==> src/rtl/coh_pkg.sv <==
package coh_pkg;
  localparam int ST_W  = 4;
  localparam int EV_W  = 5;
  localparam int MSG_W = 3;
  localparam int DST_W = 2;

  localparam logic [DST_W-1:0] DST_REQ = 2'b01;
  localparam logic [DST_W-1:0] DST_L2  = 2'b10;

  typedef enum logic [ST_W-1:0] {
    ST_ABSENT, ST_INV, ST_SHR, ST_EXC, ST_MOD,
    ST_WAIT_RD, ST_WAIT_WR, ST_WAIT_UPG, ST_WAIT_RD_KILL,
    ST_EVICT, ST_DRAIN,
    ST_PF_RD, ST_PF_WR, ST_PF_UPG, ST_PF_RD_KILL
  } st_e;

  typedef enum logic [EV_W-1:0] {
    EV_LD, EV_IF, EV_ST, EV_EVICT,
    EV_PF_LD, EV_PF_IF, EV_PF_ST,
    EV_FWD_SHR, EV_FWD_INSTR, EV_FWD_EXCL, EV_INVAL,
    EV_FILL_PART, EV_FILL_EXCL, EV_FILL_PEER, EV_FILL_DONE,
    EV_ACK_PART, EV_ACK_DONE, EV_WB_DONE
  } ev_e;

  typedef enum logic [MSG_W-1:0] {
    MSG_NONE, MSG_RD_SHR, MSG_RD_INSTR, MSG_RD_EXCL,
    MSG_UPGRADE, MSG_WRBACK, MSG_DATA, MSG_ACK
  } msg_e;

  typedef struct packed {
    st_e              nxt;
    logic             mv;
    msg_e             mk;
    logic [DST_W-1:0] md;
    logic             wbd;
    logic             uv;
    logic             ux;
    logic             hit;
    logic             stall;
    logic             bad;
    logic             dset;
  } act_t;
endpackage

==> src/rtl/coh_xition.sv <==
module coh_xition
  import coh_pkg::*;
(
  input  st_e  cur,
  input  ev_e  ev,
  input  logic dirty,
  output act_t act
);
  logic is_dem, is_pf, busy, kill, pf;

  always_comb begin
    is_dem = (ev == EV_LD) || (ev == EV_IF) || (ev == EV_ST) || (ev == EV_EVICT);
    is_pf  = (ev == EV_PF_LD) || (ev == EV_PF_IF) || (ev == EV_PF_ST);
    busy   = !((cur == ST_ABSENT) || (cur == ST_INV) || (cur == ST_SHR) ||
               (cur == ST_EXC) || (cur == ST_MOD));
    kill   = (cur == ST_WAIT_RD_KILL) || (cur == ST_PF_RD_KILL);
    pf     = (cur == ST_PF_RD) || (cur == ST_PF_WR) || (cur == ST_PF_UPG) ||
             (cur == ST_PF_RD_KILL);
  end

  always_comb begin
    act     = '0;
    act.nxt = cur;
    if (is_dem && busy) begin
      if ((ev == EV_LD || ev == EV_IF) && cur == ST_PF_RD)           act.nxt = ST_WAIT_RD;
      else if ((ev == EV_LD || ev == EV_IF) && cur == ST_PF_RD_KILL) act.nxt = ST_WAIT_RD_KILL;
      else if (ev == EV_ST && cur == ST_PF_WR)                       act.nxt = ST_WAIT_WR;
      else if (ev == EV_ST && cur == ST_PF_UPG)                      act.nxt = ST_WAIT_UPG;
      else                                                           act.stall = 1'b1;
    end else if (is_pf && !(cur == ST_ABSENT || cur == ST_INV)) begin
      act.nxt = cur;
    end else begin
      case (cur)
        ST_ABSENT, ST_INV: begin
          act.md = DST_L2;
          case (ev)
            EV_LD:    begin act.nxt = ST_WAIT_RD; act.mv = 1'b1; act.mk = MSG_RD_SHR;   end
            EV_IF:    begin act.nxt = ST_WAIT_RD; act.mv = 1'b1; act.mk = MSG_RD_INSTR; end
            EV_ST:    begin act.nxt = ST_WAIT_WR; act.mv = 1'b1; act.mk = MSG_RD_EXCL;  end
            EV_PF_LD: begin act.nxt = ST_PF_RD;   act.mv = 1'b1; act.mk = MSG_RD_SHR;   end
            EV_PF_IF: begin act.nxt = ST_PF_RD;   act.mv = 1'b1; act.mk = MSG_RD_INSTR; end
            EV_PF_ST: begin act.nxt = ST_PF_WR;   act.mv = 1'b1; act.mk = MSG_RD_EXCL;  end
            EV_INVAL: begin act.mv = 1'b1; act.mk = MSG_ACK; act.md = DST_REQ; end
            EV_EVICT: begin
              act.md = '0;
              if (cur == ST_INV) act.nxt = ST_ABSENT;
              else               act.bad = 1'b1;
            end
            default:  begin act.bad = 1'b1; act.md = '0; end
          endcase
        end
        ST_SHR: begin
          case (ev)
            EV_LD, EV_IF: act.hit = 1'b1;
            EV_ST:    begin act.nxt = ST_WAIT_UPG; act.mv = 1'b1; act.mk = MSG_UPGRADE; act.md = DST_L2; end
            EV_EVICT: act.nxt = ST_INV;
            EV_INVAL: begin act.nxt = ST_INV; act.mv = 1'b1; act.mk = MSG_ACK; act.md = DST_REQ; end
            default:  act.bad = 1'b1;
          endcase
        end
        ST_EXC, ST_MOD: begin
          case (ev)
            EV_LD, EV_IF: act.hit = 1'b1;
            EV_ST:    begin act.nxt = ST_MOD; act.hit = 1'b1; act.dset = 1'b1; end
            EV_EVICT: begin
              act.nxt = ST_EVICT; act.mv = 1'b1; act.mk = MSG_WRBACK;
              act.md = DST_L2; act.wbd = dirty;
            end
            EV_INVAL: begin
              act.nxt = ST_INV; act.mv = 1'b1;
              if (cur == ST_MOD) begin act.mk = MSG_DATA; act.md = DST_L2;  end
              else               begin act.mk = MSG_ACK;  act.md = DST_REQ; end
            end
            EV_FWD_SHR, EV_FWD_INSTR: begin
              act.nxt = ST_SHR; act.mv = 1'b1; act.mk = MSG_DATA; act.md = DST_REQ | DST_L2;
            end
            EV_FWD_EXCL: begin act.nxt = ST_INV; act.mv = 1'b1; act.mk = MSG_DATA; act.md = DST_REQ; end
            default:  act.bad = 1'b1;
          endcase
        end
        ST_WAIT_RD, ST_WAIT_RD_KILL, ST_PF_RD, ST_PF_RD_KILL: begin
          case (ev)
            EV_INVAL: begin
              if (kill) act.bad = 1'b1;
              else begin
                act.nxt = pf ? ST_PF_RD_KILL : ST_WAIT_RD_KILL;
                act.mv = 1'b1; act.mk = MSG_ACK; act.md = DST_REQ;
              end
            end
            EV_FILL_EXCL: begin act.nxt = ST_EXC; act.hit = !pf; act.uv = 1'b1; act.ux = 1'b1; end
            EV_FILL_PEER: begin act.nxt = kill ? ST_INV : ST_SHR; act.hit = !pf; act.uv = 1'b1; end
            EV_FILL_DONE: begin act.nxt = kill ? ST_INV : ST_SHR; act.hit = !pf; end
            default:      act.bad = 1'b1;
          endcase
        end
        ST_WAIT_WR, ST_PF_WR: begin
          case (ev)
            EV_INVAL:     begin act.mv = 1'b1; act.mk = MSG_ACK; act.md = DST_REQ; end
            EV_FILL_PART: act.nxt = pf ? ST_PF_UPG : ST_WAIT_UPG;
            EV_FILL_DONE: begin
              act.nxt = ST_MOD; act.hit = !pf; act.dset = !pf; act.uv = 1'b1; act.ux = 1'b1;
            end
            default:      act.bad = 1'b1;
          endcase
        end
        ST_WAIT_UPG, ST_PF_UPG: begin
          case (ev)
            EV_INVAL: begin
              act.nxt = pf ? ST_PF_WR : ST_WAIT_WR;
              act.mv = 1'b1; act.mk = MSG_ACK; act.md = DST_REQ;
            end
            EV_ACK_PART, EV_FILL_PART: act.nxt = cur;
            EV_ACK_DONE, EV_FILL_DONE: begin
              act.nxt = ST_MOD; act.hit = !pf; act.dset = !pf; act.uv = 1'b1; act.ux = 1'b1;
            end
            default: act.bad = 1'b1;
          endcase
        end
        ST_EVICT: begin
          case (ev)
            EV_INVAL:    begin act.nxt = ST_DRAIN; act.mv = 1'b1; act.mk = MSG_DATA; act.md = DST_L2; end
            EV_FWD_SHR, EV_FWD_INSTR: begin
              act.nxt = ST_DRAIN; act.mv = 1'b1; act.mk = MSG_DATA; act.md = DST_REQ | DST_L2;
            end
            EV_FWD_EXCL: begin act.nxt = ST_DRAIN; act.mv = 1'b1; act.mk = MSG_DATA; act.md = DST_REQ; end
            EV_WB_DONE:  act.nxt = ST_INV;
            default:     act.bad = 1'b1;
          endcase
        end
        ST_DRAIN: begin
          case (ev)
            EV_WB_DONE: act.nxt = ST_INV;
            EV_INVAL:   begin act.mv = 1'b1; act.mk = MSG_ACK; act.md = DST_REQ; end
            default:    act.bad = 1'b1;
          endcase
        end
        default: act.bad = 1'b1;
      endcase
    end
  end
endmodule

==> src/rtl/coh_line_regs.sv <==
module coh_line_regs
  import coh_pkg::*;
(
  input  logic clk,
  input  logic rst_n,
  input  logic valid,
  input  act_t act,
  output st_e  state,
  output logic dirty,
  output logic err
);
  logic keep_dirty;
  assign keep_dirty = (act.nxt == ST_MOD) || (act.nxt == ST_EVICT);

  always_ff @(posedge clk) begin
    if (!rst_n) begin
      state <= ST_ABSENT;
      dirty <= 1'b0;
      err   <= 1'b0;
    end else if (valid) begin
      state <= act.nxt;
      if (act.dset)        dirty <= 1'b1;
      else if (!keep_dirty) dirty <= 1'b0;
      if (act.bad)         err <= 1'b1;
    end
  end

  p_err_sticky_r11: assert property (@(posedge clk) disable iff (!rst_n)
    $past(err) |-> err);

  p_drain_exit_r6: assert property (@(posedge clk) disable iff (!rst_n)
    ($past(state) == ST_DRAIN && state != ST_DRAIN) |-> state == ST_INV);

  p_dirty_owned_r4: assert property (@(posedge clk) disable iff (!rst_n)
    dirty |-> (state == ST_MOD || state == ST_EVICT));
endmodule

==> src/rtl/coh_out_reg.sv <==
module coh_out_reg
  import coh_pkg::*;
(
  input  logic             clk,
  input  logic             rst_n,
  input  logic             valid,
  input  act_t             act,
  output logic             msg_valid,
  output msg_e             msg_kind,
  output logic [DST_W-1:0] msg_dest,
  output logic             msg_wb_data,
  output logic             unblk_valid,
  output logic             unblk_excl,
  output logic             hit,
  output logic             stall
);
  always_ff @(posedge clk) begin
    if (!rst_n || !valid) begin
      msg_valid   <= 1'b0;
      msg_kind    <= MSG_NONE;
      msg_dest    <= '0;
      msg_wb_data <= 1'b0;
      unblk_valid <= 1'b0;
      unblk_excl  <= 1'b0;
      hit         <= 1'b0;
      stall       <= 1'b0;
    end else begin
      msg_valid   <= act.mv;
      msg_kind    <= act.mv ? act.mk : MSG_NONE;
      msg_dest    <= act.mv ? act.md : '0;
      msg_wb_data <= act.mv & act.wbd;
      unblk_valid <= act.uv;
      unblk_excl  <= act.uv & act.ux;
      hit         <= act.hit;
      stall       <= act.stall;
    end
  end

  p_stall_quiet_r9: assert property (@(posedge clk) disable iff (!rst_n)
    stall |-> (!msg_valid && !hit && !unblk_valid));

  p_hit_no_msg_r12: assert property (@(posedge clk) disable iff (!rst_n)
    hit |-> !msg_valid);

  p_excl_needs_unblk_r8: assert property (@(posedge clk) disable iff (!rst_n)
    unblk_excl |-> unblk_valid);
endmodule

==> src/rtl/coh_line_ctrl.sv <==
module coh_line_ctrl
  import coh_pkg::*;
(
  input  logic             clk,
  input  logic             rst_n,
  input  logic             ev_valid,
  input  logic [EV_W-1:0]  ev_code,
  output logic [ST_W-1:0]  line_state,
  output logic             msg_valid,
  output logic [MSG_W-1:0] msg_kind,
  output logic [DST_W-1:0] msg_dest,
  output logic             msg_wb_data,
  output logic             unblk_valid,
  output logic             unblk_excl,
  output logic             hit,
  output logic             stall,
  output logic             err
);
  st_e  cur;
  logic dirty;
  act_t act;
  msg_e kind_q;

  coh_xition u_xition (
    .cur   (cur),
    .ev    (ev_e'(ev_code)),
    .dirty (dirty),
    .act   (act)
  );

  coh_line_regs u_regs (
    .clk   (clk),
    .rst_n (rst_n),
    .valid (ev_valid),
    .act   (act),
    .state (cur),
    .dirty (dirty),
    .err   (err)
  );

  coh_out_reg u_out (
    .clk         (clk),
    .rst_n       (rst_n),
    .valid       (ev_valid),
    .act         (act),
    .msg_valid   (msg_valid),
    .msg_kind    (kind_q),
    .msg_dest    (msg_dest),
    .msg_wb_data (msg_wb_data),
    .unblk_valid (unblk_valid),
    .unblk_excl  (unblk_excl),
    .hit         (hit),
    .stall       (stall)
  );

  assign line_state = cur;
  assign msg_kind   = kind_q;

  p_stall_keeps_state_r9: assert property (@(posedge clk) disable iff (!rst_n)
    stall |-> line_state == $past(line_state));
endmodule

==> config.mk <==
export PLATFORM = sky130hd
export DESIGN_NAME = coh_line_ctrl
export DESIGN_NICKNAME = d
export VERILOG_FILES = /design/src/rtl/coh_pkg.sv /design/src/rtl/coh_xition.sv /design/src/rtl/coh_line_regs.sv /design/src/rtl/coh_out_reg.sv /design/src/rtl/coh_line_ctrl.sv
export SDC_FILE = /design/constraint.sdc
export NUM_CORES = 1
export LEC_CHECK = 0
export ABC_AREA = 1
export BUFFER_PORTS_ARGS = -buffer_cell sky130_fd_sc_hd__buf_2
export CAP_MARGIN = 5
export CELL_PAD_IN_SITES_DETAIL_PLACEMENT = 0
export CELL_PAD_IN_SITES_GLOBAL_PLACEMENT = 1
export CORE_MARGIN = 2
export CORE_UTILIZATION = 40
export CTS_CLUSTER_SIZE = 16
export DETAILED_ROUTE_END_ITERATION = 7
export MAX_ROUTING_LAYER = met4
export PLACE_DENSITY_LB_ADDON = 0.1
export SLEW_MARGIN = 10
export SYNTH_ARGS = -nofsm -noshare
export SYNTH_HDL_FRONTEND = slang
export SYNTH_SLANG_ARGS = --single-unit
==> constraint.sdc <==
create_clock -name clk -period 3.3 [get_ports clk]
set_input_delay 0.165 -clock clk [delete_from_list [all_inputs] [get_ports clk]]
set_output_delay 0.165 -clock clk [all_outputs]
set_load 0.02 [all_outputs]
# Word-level counts from Yosys, hierarchy flattened
# Index checks and enable logic that the tools add are counted.
# Widths: inputs -> output; s select.
[classes] addsub=0 mul=0 div=0 order_cmp=0 eq_ne=34 n_shift=0 mux=62 n_bitwise=4 n_reduce_logical=60
[ops] op="$pmux 10 s8" n=1
[ops] op="$eq 5x4->1 const B" n=8
[ops] op="$mux 4" n=10
[ops] op="$eq 4x4->1 const B" n=8
[ops] op="$pmux 4 s2" n=4
[ops] op="$pmux 4 s4" n=2
[ops] op="$reduce_or 2->1" n=16
[ops] op="$mux 10" n=3
[ops] op="$pmux 6 s4" n=1
[ops] op="$mux 1" n=21
[ops] op="$eq 4x3->1 const B" n=5
[ops] op="$eq 5x3->1 const B" n=4
[ops] op="$pmux 4 s5" n=1
[ops] op="$reduce_or 5->1" n=4
[ops] op="$pmux 6 s3" n=1
[ops] op="$logic_or 1x1->1" n=15
[ops] op="$mux 3" n=4
[ops] op="$mux 6" n=2
[ops] op="$pmux 4 s3" n=1
[ops] op="$pmux 6 s2" n=1
[ops] op="$reduce_or 3->1" n=4
[ops] op="$reduce_or 4->1" n=3
[ops] op="$eq 5x2->1 const B" n=2
[ops] op="$eq 5x5->1 const B" n=2
[ops] op="other kinds (21)" n=37
[word_totals] ff_bits=17 latch_bits=0 ram_bits=0 romBits=0 out_inout_bits=16 word_cells=171 n_memories=0

# Logic depth before layout (Yosys ltp)
[logic_depth] ltp_word=14 ltp_mapped=20 depth_no_buf=18

# Hierarchy
# From an unflattened synthesis, not the netlist that was laid out.
[hier_totals] hier_cells=370 hier_area_um2=2026.9
[by_module_without_submodules] mod="coh_xition" instances=1 cells_per_inst=302 area_per_inst_um2=1471.4
[by_module_without_submodules] mod="coh_out_reg" instances=1 cells_per_inst=34 area_per_inst_um2=312.8
[by_module_without_submodules] mod="coh_line_regs" instances=1 cells_per_inst=34 area_per_inst_um2=242.7

# Worst setup path after synthesis
# No wires, ideal clock.
[synth_path] path_type="register to register" startpoint="reg u_regs.state[1]" endpoint="reg u_regs.dirty" arrival_ns=1.794 setup_slack_ns=1.394 path_stages_with_launch=17 path_buffers=1 synth_period_minus_slack_ns=1.906 path_cell_list="dfxtp_1 buf_2 nand2_1 nor2_2 inv_1 nor2_2 nor3_1 nand2_1 inv_1 nand4_1 nand2_1 nand2_1 inv_1 nand2_1 nand3_1 nand2_1 nand2_1"
[synth_between] elab_chain_cells=14 elab_cells_between_ends=69 cone_classes="17 x eq/ne; 27 x mux; 25 x reduce/logical"
[synth_lines] item="start, declared" line="coh_line_regs.sv:8" text="output st_e state,"
[synth_lines] item="start signal, assigned" line="coh_line_regs.sv:21" text="state <= act.nxt;"
[synth_lines] item="$eq 4x4->1 (on tied branches)"
[synth_lines] item="$logic_or 1x1->1 (3 in a row)" line="coh_xition.sv:17" text="pf = (cur == ST_PF_RD) || (cur == ST_PF_WR) || (cur == ST_PF_UPG) ||"
[synth_lines] item="$mux 3" line="coh_xition.sv:86" text="act.nxt = pf ? ST_PF_RD_KILL : ST_WAIT_RD_KILL;"
[synth_lines] item="$mux 10" line="coh_xition.sv:84" text="if (kill) act.bad = 1'b1;"
[synth_lines] item="$pmux 4 s3" line="coh_xition.sv:82" text="case (ev)"
[synth_lines] item="$pmux 10 s8" line="coh_xition.sv:33" text="case (cur)"
[synth_lines] item="$mux 4" line="coh_xition.sv:30" text="end else if (is_pf && !(cur == ST_ABSENT || cur == ST_INV)) begin"
[synth_lines] item="$mux 4" line="coh_xition.sv:24" text="if (is_dem && busy) begin"
[synth_lines] item="$eq 4x3->1 / $eq 4x4->1 (equally long branches)" line="coh_line_regs.sv:13" text="assign keep_dirty = (act.nxt == ST_MOD) || (act.nxt == ST_EVICT);"
[synth_lines] item="$logic_or 1x1->1" line="coh_line_regs.sv:13"
[synth_lines] item="$ne 2x2->1 (no line)"
[synth_lines] item="$reduce_and 2->1 (no line)"
[synth_lines] item="end signal, assigned" line="coh_line_regs.sv:18" text="dirty <= 1'b0;"
[synth_lines] item="end signal, assigned" line="coh_line_regs.sv:22" text="if (act.dset) dirty <= 1'b1;"
[synth_lines] item="end signal, assigned" line="coh_line_regs.sv:23" text="else if (!keep_dirty) dirty <= 1'b0;"
[synth_lines] item="end, declared" line="coh_line_regs.sv:9" text="output logic dirty,"
# Parallel ways exist; a longest one is shown, timed or not.
# A chain may end at the register's enable or synchronous reset.

# Final worst setup path
# Same ends and word-level chain as after synthesis.

==> results by group <==
STA
  – RSZ-0062 raised after global routing: false
  – Final setup margin: 0.819 ns
  – Final TNS setup: 0 ns
  – Fmax achieved: 403 MHz
  – Final critical-path required period: about 2.5 ns
  – Slew HR: 48.8%
  – Setup Skew: 0.00516 ns
  – Tcrit/Tclk final: 75.2%
  – Worst-margin pin slew: between 0.7 and 0.8 ns
  – Setup violators final: 0
  – Final hold violations: 0
  – Hold slack: between 0.15 and 0.2 ns
  – Final Max Slew Viols: 0

Layout
  – Util after Layout: a little under half
  – Nets: 383
  – Area added between synthesis and finish: 9.52%
  – # fillers: 535
  – Top Registers: u_regs.state x4, u_out.msg_kind x3, u_out.msg_dest x2
  – Largest reg by FF count: u_regs.state
  – Max reg flops: 4
  – Antenna cells: 0
  – Finished Layout Cells: roughly 440
  – Final Cell Area: 2140 um2
  – Layout cells sized above 1: around a fifth

Clock network
  – Hold buffer count at cts: 0
  – CTS root buf: clkbuf_8
  – Number of gates resized after cts: 0
  – H-tree depth: 1
  – Worst-Skew Late Latency: 0.25 ns
  – Clock Tree Buf Depth: 2
  – TritonCTS clock tree: done
  – CTS Buf Count: 3
  – Clock slew seen by the registers of the worst setup and hold paths: 0.07 ns
  – Sink Count: 17
  – Postcts setup bufs: 0

Die
  – Die Width: 74.0 um
  – Core area: 4720 um2
  – Die Height: 74.0 um
  – Top-Level Pins: 24
  – Cell Rows: 25
  – Die area: between 5000 and 6000 um2
  – Starting Density: 41.5%

Routing
  – Pre-antenna DRT Iters: 5
  – Vias: 2439
  – DR vias/cell: 5.53
  – Routed Antenna Nets: 0
  – Drt initial violations: 327
  – Post-Route WL: 7050 um
  – Drt wl/cell: 16.0 um
  – Residual DRC: 0

Yosys
  – Mux contribution to synthesized area: 0%
  – Ys async rst share: 0%
  – Average size of a mapped cell: between 5 and 6 um2
  – Sequential-to-total area share from yosys stat: approximately 17%
  – Synthesized flop and latch total: 17
  – Largest family of logic cells by synthesized area: simple AND/OR/NAND/NOR gates
  – Share of the synthesized area in the top cell type: 20.1%
  – Synth warnings: 0
  – Adder-Cell Fraction of Synth Area: 0%
  – Top cells by area, synth: nand2_1, dfxtp_1, nand3_1
  – Simple-gate share of the synthesized area: 50.2%
  – Synth unique cells: 35
  – Syn_nets: 363
  – Synth Flop Type: dfxtp_1
  – Syn Inst Count: between 300 and 400
  – Synth Area in XOR/XNOR: 0%
  – Compound-gate portion of the synthesized area: between 10% and 20%
  – Synth Cell Area: 1960 um2
  – Synth area leader: nand2_1
  – Post-synth EDFFs: 0

GRT
  – Largest net degree at the start of global routing: 15
  – Vias in the first global route: 2195
  – Grt total ovfl: 0
  – Initial antenna violation count: 0
  – Global-route wire length before repair: 11200 um
  – Total track usage: 28.0%

Power and ir drop
  – Worst VDD drop: 0.000152 V
  – Leak: 1.13 nW
  – Final Power: 0.630 mW
  – Pwr/cell area: 294 nW/um2

Placement
  – Post-detail-place hpwl: 5690 um
  – Dpl ws: 0.898 ns
  – RePlAce Congestion: roughly 1.0
  – Port bufs: 23
  – Post-place instance area: ~2100 um2
  – Placed Cells: roughly 440

Setup path
  – Reg2reg end: u_regs.dirty
  – Setup Crit Path Kind: flop to flop
  – Worst reg2reg startpoint: u_regs.state[1]
  – CP startpoint kind: flop
  – Origin of the worst setup path: u_regs.state[1]
  – Crit-path max FO: 14
  – CP arrival: 2.63 ns
  – Reg2reg setup slack: 0.82 ns
  – Worst reg-to-reg path cell count: 17
  – Worst Setup End Kind: flop
  – CP required: 3.45 ns

Job
  – Number of max-cap violations: 0

Worst hold path
  – HP Start: ev_valid
  – Tightest Hold Check Type: primary input to flop
  – Hold depth: 2
  – Hold Path Sink: u_regs.state[1]

Status
  – Status: finished, final reports clean
## worst max-delay path by stage
stage	endpoint	slack [ns]	depth (start not counted)
2_1_floorplan	u_regs.dirty	1.39	16
3_3_place_gp	u_regs.dirty	0.83	17
3_5_place_dp	u_regs.dirty	0.90	13
4_1_cts	u_regs.dirty	0.89	17
5_1_grt	u_regs.dirty	0.52	17
6_report	u_regs.dirty	0.82	17
## final cells by class
type                    instances  area [um2]  share of cell area [%]
repair buffers                 23         115                    5.37
clock buffers                   4        45.0                    2.10
flip-flops and latches         17         340                    15.9
inverters                      52         203                    9.45
multi-input cells             278        1360                    63.3
well taps                      67        83.8                    3.91
## metal layers
layer  share of wire (%)  GRT usage (%)  vias up
met4                 2.6           6.67        0
met3                 7.7           5.28       20
met5                   0              -        -
met2                  46           44.4      134
met1                  44           36.8     1096
li1                    -              -     1189
## cell usage in the layout (no fill, tap or decap), types with 3 or more instances in the layout
cell type,netlist,layout
a21oi_1,15,15
dfxtp_1,17,17
nor2_4,3,3
o21ai_0,21,21
nor2_2,11,11
nor3_1,7,7
a31oi_1,5,5
inv_1,38,38
nand3_1,33,33
nand2_2,8,8
inv_2,11,11
nor2_1,44,44
nand2_1,105,105
buf_2,4,23
o211ai_1,5,5
clkbuf_8,0,3
inv_4,3,3
## synth_stat cells (2+ instances only)
master,instances
a21oi_1,15
nand4_1,2
buf_4,2
o22ai_1,2
inv_2,11
inv_1,38
a31oi_1,5
nor3_1,7
dfxtp_1,17
nand3_1,33
nand2_2,8
o21ai_0,21
o211ai_1,5
inv_4,3
nor2_2,11
buf_6,2
a41oi_1,2
a21oi_2,2
buf_2,4
nor2_1,44
nor2_4,3
nand2_1,105
## critical path: stages, from the launching register on
cell	delay (ns)
dfxtp_1	0.68
inv_1	0.21
nor2_1	0.26
nand2_2	0.09
nand2_2	0.11
inv_2	0.05
nand2_2	0.18
nand2_1	0.12
nor2_1	0.10
nor2_1	0.05
nand3_1	0.07
nand2_1	0.05
nand2_1	0.10
nor2_1	0.05
nand2_1	0.06
nand3_1	0.08
nand2_1	0.06
nand2_1	0.04
## cell families after synthesis
kind of cell	Yosys count
AND/OR/NAND/NOR	217
AO/OA/AOI/OAI	61
buffers and inverters	60
flip-flops	17
## report_power, final
group | leakage [nW] | internal [mW] | switching (mW)
clock network | 0.0228 | 0.0856 | 0.0682
registers | 0.138 | 0.213 | 0.0176
logic | 0.974 | 0.0713 | 0.174
Power figures use the tool's default switching activity.
